**config.mk**
```make
export PLATFORM = sky130hd
export DESIGN_NAME = mdio_master
export DESIGN_NICKNAME = d
export VERILOG_FILES = /design/src/rtl/mdio_pkg.sv /design/src/rtl/mdio_phase_timer.sv /design/src/rtl/mdio_frame_pack.sv /design/src/rtl/mdio_master.sv
export SDC_FILE = /design/constraint.sdc
export NUM_CORES = 1
export LEC_CHECK = 0
export ABC_AREA = 1
export CORE_MARGIN = 3
export CORE_UTILIZATION = 45
export DETAILED_ROUTE_END_ITERATION = 10
export PLACE_DENSITY_LB_ADDON = 0.1
export SYNTH_ARGS = -nofsm -noshare
export SYNTH_HDL_FRONTEND = slang
export SYNTH_HIERARCHICAL = 1
export SYNTH_SLANG_ARGS = --single-unit
```
**constraint.sdc**
```tcl
create_clock -name clk -period 5.38 [get_ports clk]
set_clock_uncertainty 0.15 [all_clocks]
set_input_delay 0.538 -clock clk [delete_from_list [all_inputs] [get_ports clk]]
set_output_delay 0.538 -clock clk [all_outputs]
set_load 0.05 [all_outputs]
```
**src/rtl/mdio_pkg.sv**
```systemverilog
package mdio_pkg;
    localparam int PRE_LEN    = 32;
    localparam int FRAME_LEN  = 32;
    localparam int RD_CMD_LEN = 14;
    localparam int DATA_LEN   = 16;
    localparam int CNT_W      = $clog2(FRAME_LEN + 1);

    typedef enum logic [2:0] {
        ST_IDLE, ST_PRE, ST_CMD, ST_TA, ST_RD, ST_TAIL
    } mstate_e;

    typedef struct packed {
        mstate_e                st;
        logic [CNT_W-1:0]       bits;
        logic [FRAME_LEN-1:0]   sh;
        logic [FRAME_LEN-1:0]   cmd;
        logic [DATA_LEN-1:0]    rsh;
        logic [DATA_LEN-1:0]    rdata;
        logic                   done;
        logic                   err;
        logic                   isrd;
    } ctl_t;
endpackage

```
**src/rtl/mdio_phase_timer.sv**
```systemverilog
module mdio_phase_timer #(
    parameter int HALF_W = 8
) (
    input  logic              clk,
    input  logic              rst_n,
    input  logic              run,
    input  logic [HALF_W-1:0] half_period,
    output logic              mdc,
    output logic              bit_end
);
    typedef struct packed {
        logic [HALF_W-1:0] cnt;
        logic              hi;
    } tmr_t;

    tmr_t t_d, t_q;
    logic phase_end;

    assign phase_end = (t_q.cnt == half_period);
    assign mdc       = t_q.hi;
    assign bit_end   = run && t_q.hi && phase_end;

    always_comb begin
        t_d = t_q;
        if (!run) begin
            t_d.cnt = '0;
            t_d.hi  = 1'b0;
        end else if (phase_end) begin
            t_d.cnt = '0;
            t_d.hi  = !t_q.hi;
        end else begin
            t_d.cnt = t_q.cnt + 1'b1;
        end
    end

    always_ff @(posedge clk or negedge rst_n) begin
        if (!rst_n) t_q <= '0;
        else        t_q <= t_d;
    end
endmodule

```
**src/rtl/mdio_frame_pack.sv**
```systemverilog
module mdio_frame_pack
    import mdio_pkg::*;
(
    input  logic                 rd,
    input  logic [4:0]           phy,
    input  logic [4:0]           regno,
    input  logic [DATA_LEN-1:0]  wdata,
    output logic [FRAME_LEN-1:0] frame
);
    always_comb begin
        if (rd) frame = {2'b01, 2'b10, phy, regno, 18'b0};
        else    frame = {2'b01, 2'b01, phy, regno, 2'b10, wdata};
    end
endmodule

```
**src/rtl/mdio_master.sv**
```systemverilog
module mdio_master
    import mdio_pkg::*;
#(
    parameter int HALF_W = 8
) (
    input  logic                clk,
    input  logic                rst_n,
    input  logic [HALF_W-1:0]   half_period,
    input  logic                start,
    input  logic                rd_wr,
    input  logic [4:0]          phy_addr,
    input  logic [4:0]          reg_addr,
    input  logic [15:0]         wdata,
    output logic [15:0]         rdata,
    output logic                done,
    output logic                error,
    output logic                mdc,
    output logic                mdio_o,
    output logic                mdio_oe,
    input  logic                mdio_i
);
    ctl_t c_d, c_q;
    logic [FRAME_LEN-1:0] frame;
    logic run, bit_end;

    assign run = (c_q.st != ST_IDLE);

    mdio_phase_timer #(.HALF_W(HALF_W)) u_tmr (
        .clk(clk), .rst_n(rst_n), .run(run), .half_period(half_period),
        .mdc(mdc), .bit_end(bit_end)
    );

    mdio_frame_pack u_pack (
        .rd(rd_wr), .phy(phy_addr), .regno(reg_addr), .wdata(wdata), .frame(frame)
    );

    always_comb begin
        c_d      = c_q;
        c_d.done = 1'b0;
        if (c_q.st == ST_IDLE) begin
            if (start) begin
                c_d.st   = ST_PRE;
                c_d.bits = CNT_W'(PRE_LEN - 1);
                c_d.sh   = '1;
                c_d.cmd  = frame;
                c_d.isrd = rd_wr;
                c_d.err  = 1'b0;
            end
        end else if (bit_end) begin
            case (c_q.st)
                ST_PRE: begin
                    if (c_q.bits == '0) begin
                        if (!mdio_i) begin
                            c_d.st = ST_IDLE; c_d.done = 1'b1; c_d.err = 1'b1;
                        end else begin
                            c_d.st   = ST_CMD;
                            c_d.sh   = c_q.cmd;
                            c_d.bits = c_q.isrd ? CNT_W'(RD_CMD_LEN - 1) : CNT_W'(FRAME_LEN - 1);
                        end
                    end else begin
                        c_d.sh   = {c_q.sh[FRAME_LEN-2:0], 1'b1};
                        c_d.bits = c_q.bits - 1'b1;
                    end
                end
                ST_CMD: begin
                    if (c_q.bits == '0) begin
                        c_d.st = c_q.isrd ? ST_TA : ST_TAIL;
                    end else begin
                        c_d.sh   = {c_q.sh[FRAME_LEN-2:0], 1'b0};
                        c_d.bits = c_q.bits - 1'b1;
                    end
                end
                ST_TA: begin
                    if (mdio_i) begin
                        c_d.st = ST_IDLE; c_d.done = 1'b1; c_d.err = 1'b1;
                    end else begin
                        c_d.st   = ST_RD;
                        c_d.bits = CNT_W'(DATA_LEN - 1);
                    end
                end
                ST_RD: begin
                    c_d.rsh = {c_q.rsh[DATA_LEN-2:0], mdio_i};
                    if (c_q.bits == '0) c_d.st = ST_TAIL;
                    else                c_d.bits = c_q.bits - 1'b1;
                end
                ST_TAIL: begin
                    c_d.st   = ST_IDLE;
                    c_d.done = 1'b1;
                    if (!mdio_i)      c_d.err   = 1'b1;
                    else if (c_q.isrd) c_d.rdata = c_q.rsh;
                end
                default: c_d.st = ST_IDLE;
            endcase
        end
    end

    always_ff @(posedge clk or negedge rst_n) begin
        if (!rst_n) c_q <= '0;
        else        c_q <= c_d;
    end

    assign mdio_oe = (c_q.st == ST_PRE) || (c_q.st == ST_CMD);
    assign mdio_o  = mdio_oe && c_q.sh[FRAME_LEN-1];
    assign rdata   = c_q.rdata;
    assign done    = c_q.done;
    assign error   = c_q.err;
endmodule

```
==> reports/metrics.cfg, run 1 <==
[clock_tree]
cts_hold_buf=0
tritoncts=built
clk_pin_slew_ns=0.05
post_cts_resized=0
insertion_delay_ns=0.41
cts_sinks=117
cts_made_buffers=17
cts_setup_buffers=0
cts_htree_levels=4
clockBufferDepth=2
root_buffer=clkbuf_16

[sta]
max_slew.worst_pin.slew_ns=1.13
period_minus_slack_ns=3.11
hold_viol=0
rsz0062_at_grt=false
maxSlewViolCount=0
setup_tns_ns=0
holdWs_ns=0.0628
slew_headroom_pct=24.2
setup_viol=0
fmax_mhz=322
fin_crit_sh_pct=57.8

[yosys]
yosysUniqueCellTypes=34
yosysSeqAreaShare_pct=48.0
ys_warn_count=6
syn_area_per_cell_um2=7.53
netlist_area_um2=6100
synth_adder_area_share_pct=0.410
synth_compound_area_share_pct=10.5
netlist_instances=810
muxShareOfSynthArea_pct=0.369
synth_top_family_by_area=simple AND/OR/NAND/NOR gates
synthSimpleGateAreaFrac_pct=24.7
synth-seq-cells=117
synthXorXnorAreaFrac_pct=1.15

[global_route]
grt.total_usage_pct=18.1
grt_first_pass_wirelength_um=21500
grt_pass1_vias=4581
grt_max_degree=68
antenna_found_initial=0
overflow=0

[floorplan]
num_rows=41
core_um2=12900
top_level_ports=60
die_area_um2=15000
initial_core_util_pct=47.2
die_w_um=122
die_h_um=122

[pwr]
combPwrFrac_pct=9.0
p_clk_share_pct=51.0
power_frac_seq_pct=40.0
switching_share_pct=23.6
irDropWorstVdd_v=0.000190
p_int_mw=1.82
pwr_density_cell_nw_per_um2=333
leakagePower_nw=3.51
switchingPower_mw=0.564

[detailed_routing]
wl_um=12300
drtIter0Drc=347
vias_per_cell=4.79
dr.pass1.iters=5
ant_nets=0
wl_per_cell_um=12.2
via_count=4850
drc=0

[layout]
fin_nets=868
layout-drive-gt1-share_pct=7.02
diodes=0
area_growth_pct=17.4

[placed_design]
numPortBuffers=59
dp_hpwl_um=7680
gp_congestion=0.912

[worst_setup_path]
path_max_fanout=8
cp_slowest_cell=clkdlybuf4s50_1
crit_top_cell=inv_1
startpoint=c_q[106]
cp_slowest_stage_delay_ns=0.84
critical_path_class=reg -> out
endpoint_kind=primary output
cp.required_ns=4.69
path_cells=inv_1, nand2_1, nor2_1, inv_1, a21oi_1, clkdlybuf4s50_1
cp-start-kind=register
cp.arrival_ns=2.42
reg2reg_from=c_q[106]

[run_status]
outcome=finished, final reports clean

[flow_run]
maxCapViolCount=0

[min_path]
hold_class=in -> async

[cell families after synthesis]
group           count (synthesis)
fa+ha+maj                       2
compound gates                126
buf+inv                       193
mux                             2
xor+xnor                        8
simple gates                  360
other cells                     2
flops                         117
[routing by layer]
metal | global-route usage [%] | up-vias | wire length (µm)
li1 | - | 2489 | -
met1 | 23.0 | 2251 | 5710
met2 | 30.0 | 96 | 5860
met3 | 5.44 | 14 | 623
met4 | 5.25 | 0 | 136
met5 | 0 | - | 0
[synth_stat cells (all sizes together)]
library cell / instances / share of area [%]
o21ai: 95 / 7.8
conb: 2 / 0.12
o21a: 1 / 0.12
buf: 57 / 6.4
dfrtp: 117 / 48
xor2: 4 / 0.57
nor2: 71 / 4.8
o211ai: 1 / 0.12
nand4: 4 / 0.41
nor3: 1 / 0.16
a21oi: 27 / 2.3
mux2: 2 / 0.37
xnor2: 4 / 0.57
nand3b: 1 / 0.12
nand2: 238 / 15
nand3: 45 / 4.3
inv: 126 / 7.8
o22ai: 1 / 0.10
a31oi: 1 / 0.10
clkbuf: 10 / 0.62
ha: 2 / 0.41
[cell usage in the layout, fill, tap and decap left out, types with 2 or more instances in the layout]
cell type | netlist | final
bufinv_16 | 0 | 4
nand2_1 | 233 | 233
nand3_2 | 2 | 2
clkbuf_8 | 0 | 3
conb_1 | 2 | 3
clkbuf_16 | 0 | 17
dfrtp_1 | 117 | 117
nand4_1 | 4 | 4
xnor2_1 | 4 | 4
clkdlybuf4s50_1 | 0 | 58
ha_1 | 2 | 2
buf_4 | 36 | 6
o21ai_1 | 34 | 34
clkinvlp_4 | 0 | 4
nor2_4 | 2 | 2
nand3_4 | 2 | 2
inv_1 | 123 | 123
nor2_1 | 65 | 64
nand3_1 | 41 | 41
a21oi_1 | 26 | 26
nor2_2 | 4 | 5
o21ai_0 | 61 | 61
nand2_2 | 4 | 4
inv_2 | 3 | 3
xor2_1 | 4 | 4
[state kept, by name, indices dropped and copies added (netlist names)]
name / flops
rdata: 16
u_tmr/mdc: 1
c_q: 90
done: 1
u_tmr/t_q: 8
error: 1
[layout make-up]
class	instances	area [µm²]
multi-input combinational	501	2280
sequential	117	2930
clock inverter	11	173
timing repair buffer	64	626
clock buffer	21	470
tap	172	215
fill	1252	5760
inverter	126	473
[worst max-delay path, delay by kind of cell (launching register included)]
family	cells	cell delay, ns
AO/OA/AOI/OAI	1	0.20
buffers and inverters	3	1.06
flip-flops	1	0.51
AND/OR/NAND/NOR	2	0.24
[worst paths after layout]
path	slack, ns	end	depth (start not counted)
max	2.27	mdio_o	6
min reg2reg	0.33	c_q[35]	2
max in group asynchronous	3.81	c_q[39]	2
min in group clk	0.33	c_q[35]	2
max reg2reg	2.46	c_q[88]	10
min	0.06	u_tmr/t_q[5]	1
[per-stage QoR]
step	power, mW	instances	setup slack [ns]	area [µm²]	utilization (%)
6_report	2.38	1012	2.27	7160	55.4
5_1_grt	2.49	1012	2.11	7160	55.4
4_1_cts	2.42	1012	2.26	7160	55.4
3_5_place_dp	1.19	980	2.02	6520	50.4
3_3_place_gp	1.18	980	2.09	6520	50.4
2_1_floorplan	1.11	811	3.07	6110	-
[power groups by stage]
stage               Clock (mW)  Sequential [mW]  Combinational (mW)
finish                    1.22            0.954               0.215
global route              1.29            0.958               0.248
CTS                       1.24            0.953               0.220
detailed placement           0            0.968               0.218
global placement             0            0.967               0.212
floorplan                    0            0.965               0.148
(Power assumes the default switching activity.)
==> run 2: changes to the inputs <==
==> constraint.sdc (replaced) <==
create_clock -name clk -period 2.49 [get_ports clk]
set_clock_uncertainty 0.15 [all_clocks]
set_input_delay 0.249 -clock clk [delete_from_list [all_inputs] [get_ports clk]]
set_output_delay 0.249 -clock clk [all_outputs]
set_load 0.05 [all_outputs]
==> run 2 against run 1 <==
Net effect:
- sequential share of layout area down 0.79 points
- setup slack worse by 2.0 ns
- combinational power up 120%
- clock power up 120%
- sequential power up 120%
- count of clock-buffer cells in the layout down 1
- global-route usage about the same
- flip-flop and latch count unchanged
- non-clock buffer count up 10
- via count down 0.99%
- total power up 120%
==> reports/metrics.cfg, run 2 (synthesis results as in run 1) <==
[layout]
largest_reg_flops=90
fin_nets=878
layout-drive-gt1-share_pct=8.24
regMostFlops=c_q
area_growth_pct=19.7
diodes=0
n_fill_cell=1221
final_common_cell=nand2_1
final_cell_mix=nand2_1 (232), inv_1 (123), dfrtp_1 (117)

[clock_tree]
root_buffer=clkbuf_16
insertion_delay_ns=0.41
cts_setup_buffers=0
cts_htree_levels=4
clockBufferDepth=2
cts_made_buffers=17
cts_sinks=117
tritoncts=built
clk_pin_slew_ns=0.05

[worst_setup_path]
r2r_slack_ns=0.33
cp-start-kind=register
reg2reg_from=u_tmr/t_q[5]
startpoint=c_q[106]
path_cells=inv_1, nand2_1, nor2_1, inv_1, a21oi_1, buf_4
path_max_fanout=8
crit_top_cell=inv_1
critical_path.top_delay_family=flip-flops
cp.arrival_ns=1.85
cp_slowest_stage_delay_ns=0.50
cp.buffers_inverters=3
endpoint_kind=primary output
cp_slowest_cell=dfrtp_1
critical_path_class=reg -> out
cp.required_ns=2.09

[pwr]
power_frac_seq_pct=39.5
leakagePower_nw=3.59
combPwrFrac_pct=9.0
total_power_mw=5.21
pwr_density_cell_nw_per_um2=713
switching_share_pct=23.5
p_clk_share_pct=51.5
p_int_mw=3.99
irDropWorstVdd_v=0.000584
switchingPower_mw=1.22

[sta]
slew_headroom_pct=66.0
fin_crit_sh_pct=90.3
maxSlewViolCount=0
hold_viol=0
setup_tns_ns=0
max_slew.worst_pin.slew_ns=0.509
fmax_mhz=445
setup_viol=0
rsz0062_at_grt=false
period_minus_slack_ns=2.25

[global_route]
grt.total_usage_pct=18.1
grt_first_pass_wirelength_um=21600
overflow=0
antenna_found_initial=0
grt_pass1_vias=4652
grt_max_degree=55

[floorplan]
initial_core_util_pct=47.2
core_um2=12900
die_h_um=122
top_level_ports=60
num_rows=41
die_w_um=122
die_area_um2=15000

[detailed_routing]
drtIter0Drc=382
via_count=4802
ant_nets=0
dr.pass1.iters=4
drc=0
vias_per_cell=4.70
wl_um=12200
wl_per_cell_um=12.0

[min_path]
hold_class=in -> async

[placed_design]
gp_congestion=0.896
numPortBuffers=59
dp_hpwl_um=7940

[flow_run]
maxCapViolCount=0

[run_status]
outcome=finished, final reports clean

==> run 2: changes by cell type in the layout (fill, tap and decap cells not counted), moves of 2 or more <==
cell             before  now
clkbuf_8              3    1
buf_4                 6   12
buf_12                0    5
clkdlybuf4s50_1      58   56
==> run 2: power groups by stage <==
stage,Sequential (mW),Combinational [mW],Clock [mW]
final,2.06,0.469,2.68
after global routing,2.07,0.534,2.82
after CTS,2.06,0.472,2.73
after detailed placement,2.09,0.468,0
after global placement,2.09,0.462,0
after floorplan,2.09,0.320,0
==> run 2: repair_timing <==
item                                    in CTS  in global routing
endpoints found under the setup margin       0                  4
hold buffers                                 1                  0
resized for setup                            0                  1
hold endpoints to repair                    37                  0
==> run 2: cell type report <==
| class | count | area [µm²] | area share, % |
|---|---|---|---|
| Timing Repair Buffer | 74 | 761 | 10.4 |
| Tap cell | 172 | 215 | 2.95 |
| Sequential cell | 117 | 2930 | 40.1 |
| Clock inverter | 12 | 200 | 2.74 |
| Multi-Input combinational cell | 501 | 2280 | 31.2 |
| Inverter | 126 | 473 | 6.47 |
| Clock buffer | 20 | 447 | 6.12 |
==> run 2: path summary, 6_finish.rpt <==
path / endpoint / depth (start not counted)
max: mdio_o / 6
min: u_tmr/t_q[5] / 2
max reg2reg: c_q[103] / 13
min reg2reg: rdata[15] / 1
max in group asynchronous: error / 3
min in group clk: c_q[53] / 3
==> run 2: per-stage QoR <==
step                      util [%]  cells  instance area [µm²]  hold slack, ns  worst slack [ns]
after global placement        51.4    989                 6650           0.100             0.114
after floorplan                  -    811                 6110          -0.197             0.228
after detailed placement      51.4    989                 6650           0.102            0.0920
after global routing          56.5   1022                 7300           0.246           0.00895
after CTS                     56.5   1022                 7300           0.203             0.241
final                         56.5   1022                 7300           0.198             0.241
==> run 2: layer usage <==
metal	up-vias	routed length (µm)	track usage, %
met5	-	0	0
met4	0	178	6.86
met3	14	657	4.70
met2	119	5520	28.6
met1	2162	5860	24.0
li1	2507	-	-
==> run 2: worst reg2reg max path: stages (launching register included) <==
cell and delay (ns):
dfrtp_1 0.40, inv_1 0.10, nand2_1 0.06, nand2_1 0.06, nand2_1 0.07, nor2_1 0.13, nand2_2 0.09, nor2_1 0.18
nand2_1 0.11, nand2_1 0.12, nand2_2 0.09, nor2_1 0.30, nor2_1 0.07, a21oi_1 0.14
==> run 3: changes to the inputs <==
--- a/config.mk
+++ b/config.mk
@@ -6,7 +6,7 @@
 export NUM_CORES = 1
 export LEC_CHECK = 0
 export ABC_AREA = 1
-export CORE_MARGIN = 3
+export CORE_MARGIN = 8
 export CORE_UTILIZATION = 45
 export DETAILED_ROUTE_END_ITERATION = 10
 export PLACE_DENSITY_LB_ADDON = 0.1
==> run 3 against run 2 <==
Net effect:
- fmax decreased by 0.94%
- cell area decreased by 0.36%
- combinational power about the same
- flip-flop and latch count unchanged
- register-to-register slack about the same
- first-iteration DRC count decreased by 21%
- critical path type unchanged
- total power decreased by 5.9%
- final cell count increased by 0.39%
- core utilization decreased by 1.5 points
- hold slack improved by 0.030 ns
- global-route usage decreased by 2.7 points
==> reports/metrics.cfg, run 3 (synthesis results as in run 1) <==
[run_status]
outcome=finished, final reports clean

[flow_run]
maxCapViolCount=0

[sta]
setup_tns_ns=0
setup_slack_ns=0.219
maxSlewViolCount=0
period_minus_slack_ns=2.27
slew_headroom_pct=52.8
fin_crit_sh_pct=91.2
setup_viol=0
rsz0062_at_grt=false
max_slew.worst_pin.slew_ns=0.706
fmax_mhz=440
hold_viol=0

[detailed_routing]
via_count=4909
vias_per_cell=4.78
wl_um=12400
wl_per_cell_um=12.1
drtIter0Drc=303
drc=0
ant_nets=0
dr.pass1.iters=5

[placed_design]
numPortBuffers=59
gp_congestion=0.889
dp_slack_ns=0.105
dp_hpwl_um=8360

[worst_setup_path]
cp_slowest_stage_delay_ns=0.51
path_cells=inv_1, nand2_1, nor2_1, inv_1, a21oi_1, buf_4
critical_path_class=reg -> out
cp.required_ns=2.09
endpoint_kind=primary output
cp_slowest_cell=dfrtp_1
path_max_fanout=8
cp.arrival_ns=1.87
critical_path.top_delay_family=flip-flops
cp.buffers_inverters=3
crit_top_cell=inv_1
cp-start-kind=register

[min_path]
hold_class=in -> async

[layout]
regMostFlops=c_q
final_cell_mix=nand2_1 (233), inv_1 (123), dfrtp_1 (117)
largest_reg_flops=90
layout-drive-gt1-share_pct=7.88
final_common_cell=nand2_1
area_growth_pct=19.3
fin_nets=878
diodes=0

[clock_tree]
insertion_delay_ns=0.41
tritoncts=built
cts_made_buffers=17
clockBufferDepth=2
cts_htree_levels=4
cts_sinks=117
cts_setup_buffers=0
clk_pin_slew_ns=0.05
root_buffer=clkbuf_16

[floorplan]
num_rows=42
core_um2=13200
initial_core_util_pct=46.1
die_area_um2=17500
top_level_ports=60
die_h_um=132
die_w_um=132

[global_route]
antenna_found_initial=0
grt_first_pass_wirelength_um=22300
grt_pass1_vias=4791
grt.total_usage_pct=15.4
grt_max_degree=45
overflow=0

[pwr]
irDropWorstVdd_v=0.000344
pwr_density_cell_nw_per_um2=673
leakagePower_nw=3.58

==> run 3: changes by cell type in the layout (fill, tap and decap cells not counted) <==
cell / before / now
clkinv_4: 0 / 1
clkinv_2: 2 / 3
nand2_1: 232 / 233
clkinvlp_4: 3 / 2
buf_4: 12 / 9
clkbuf_8: 1 / 3
buf_12: 5 / 8
inv_6: 2 / 0
nand2_2: 5 / 4
clkbuf_1: 2 / 4
bufinv_16: 5 / 2
==> run 3: per-layer routing <==
metal | global-route usage, % | wire (µm)
met1 | 19.3 | 5810
met2 | 24.3 | 5740
met3 | 4.54 | 676
met4 | 6.25 | 201
met5 | 0 | 0
==> run 3: area by class of cell <==
class | count | area [µm²]
repair buffers | 74 | 798
clock inverters | 8 | 98.8
fillers | 1286 | 5960
multi-input cells | 501 | 2280
flip-flops and latches | 117 | 2930
well taps | 176 | 220
inverters | 126 | 473
clock buffers | 24 | 482
==> run 3: path summary, 6_finish.rpt <==
kind / startpoint / to / slack, ns / depth (start not counted)
worst max-delay path: c_q[106] / mdio_o / 0.22 / 6
worst min-delay path: rst_n / u_tmr/t_q[5] / 0.23 / 2
worst max register to register: u_tmr/t_q[5] / c_q[102] / 0.34 / 13
worst min register to register: c_q[20] / c_q[20] / 0.33 / 2
max in group asynchronous: rst_n / c_q[82] / 1.33 / 3
min in group clk: reg_addr[4] / c_q[57] / 0.24 / 3
==> run 3: worst reg2reg max path: cells and delay by family (launching register included) <==
family          cells  cell delay (ns)
flops               1             0.40
simple gates       11             1.27
buf+inv             1             0.11
compound gates      1             0.13
==> run 3: timing repair <==
item / CTS / global route
hold buffers: 1 / 0
endpoints found under the hold margin: 37 / 0
resized for setup: 0 / 0
==> run 3: stage by stage <==
step / cells / cell area [µm²] / hold slack [ns] / utilization [%] / power, mW
after floorplan: 811 / 6110 / -0.197 / - / 2.41
after global placement: 993 / 6690 / 0.130 / 50.5 / 2.56
after detailed placement: 993 / 6690 / 0.133 / 50.5 / 2.56
after CTS: 1026 / 7280 / 0.224 / 55.0 / 4.97
after global routing: 1026 / 7280 / 0.259 / 55.0 / 5.14
final: 1026 / 7280 / 0.228 / 55.0 / 4.90
==> run 3: where the power goes <==
group | total [mW] | internal [mW] | switching (mW)
registers | 2.06 | 1.98 | 0.0833
logic | 0.472 | 0.212 | 0.260
clock network | 2.37 | 1.55 | 0.825
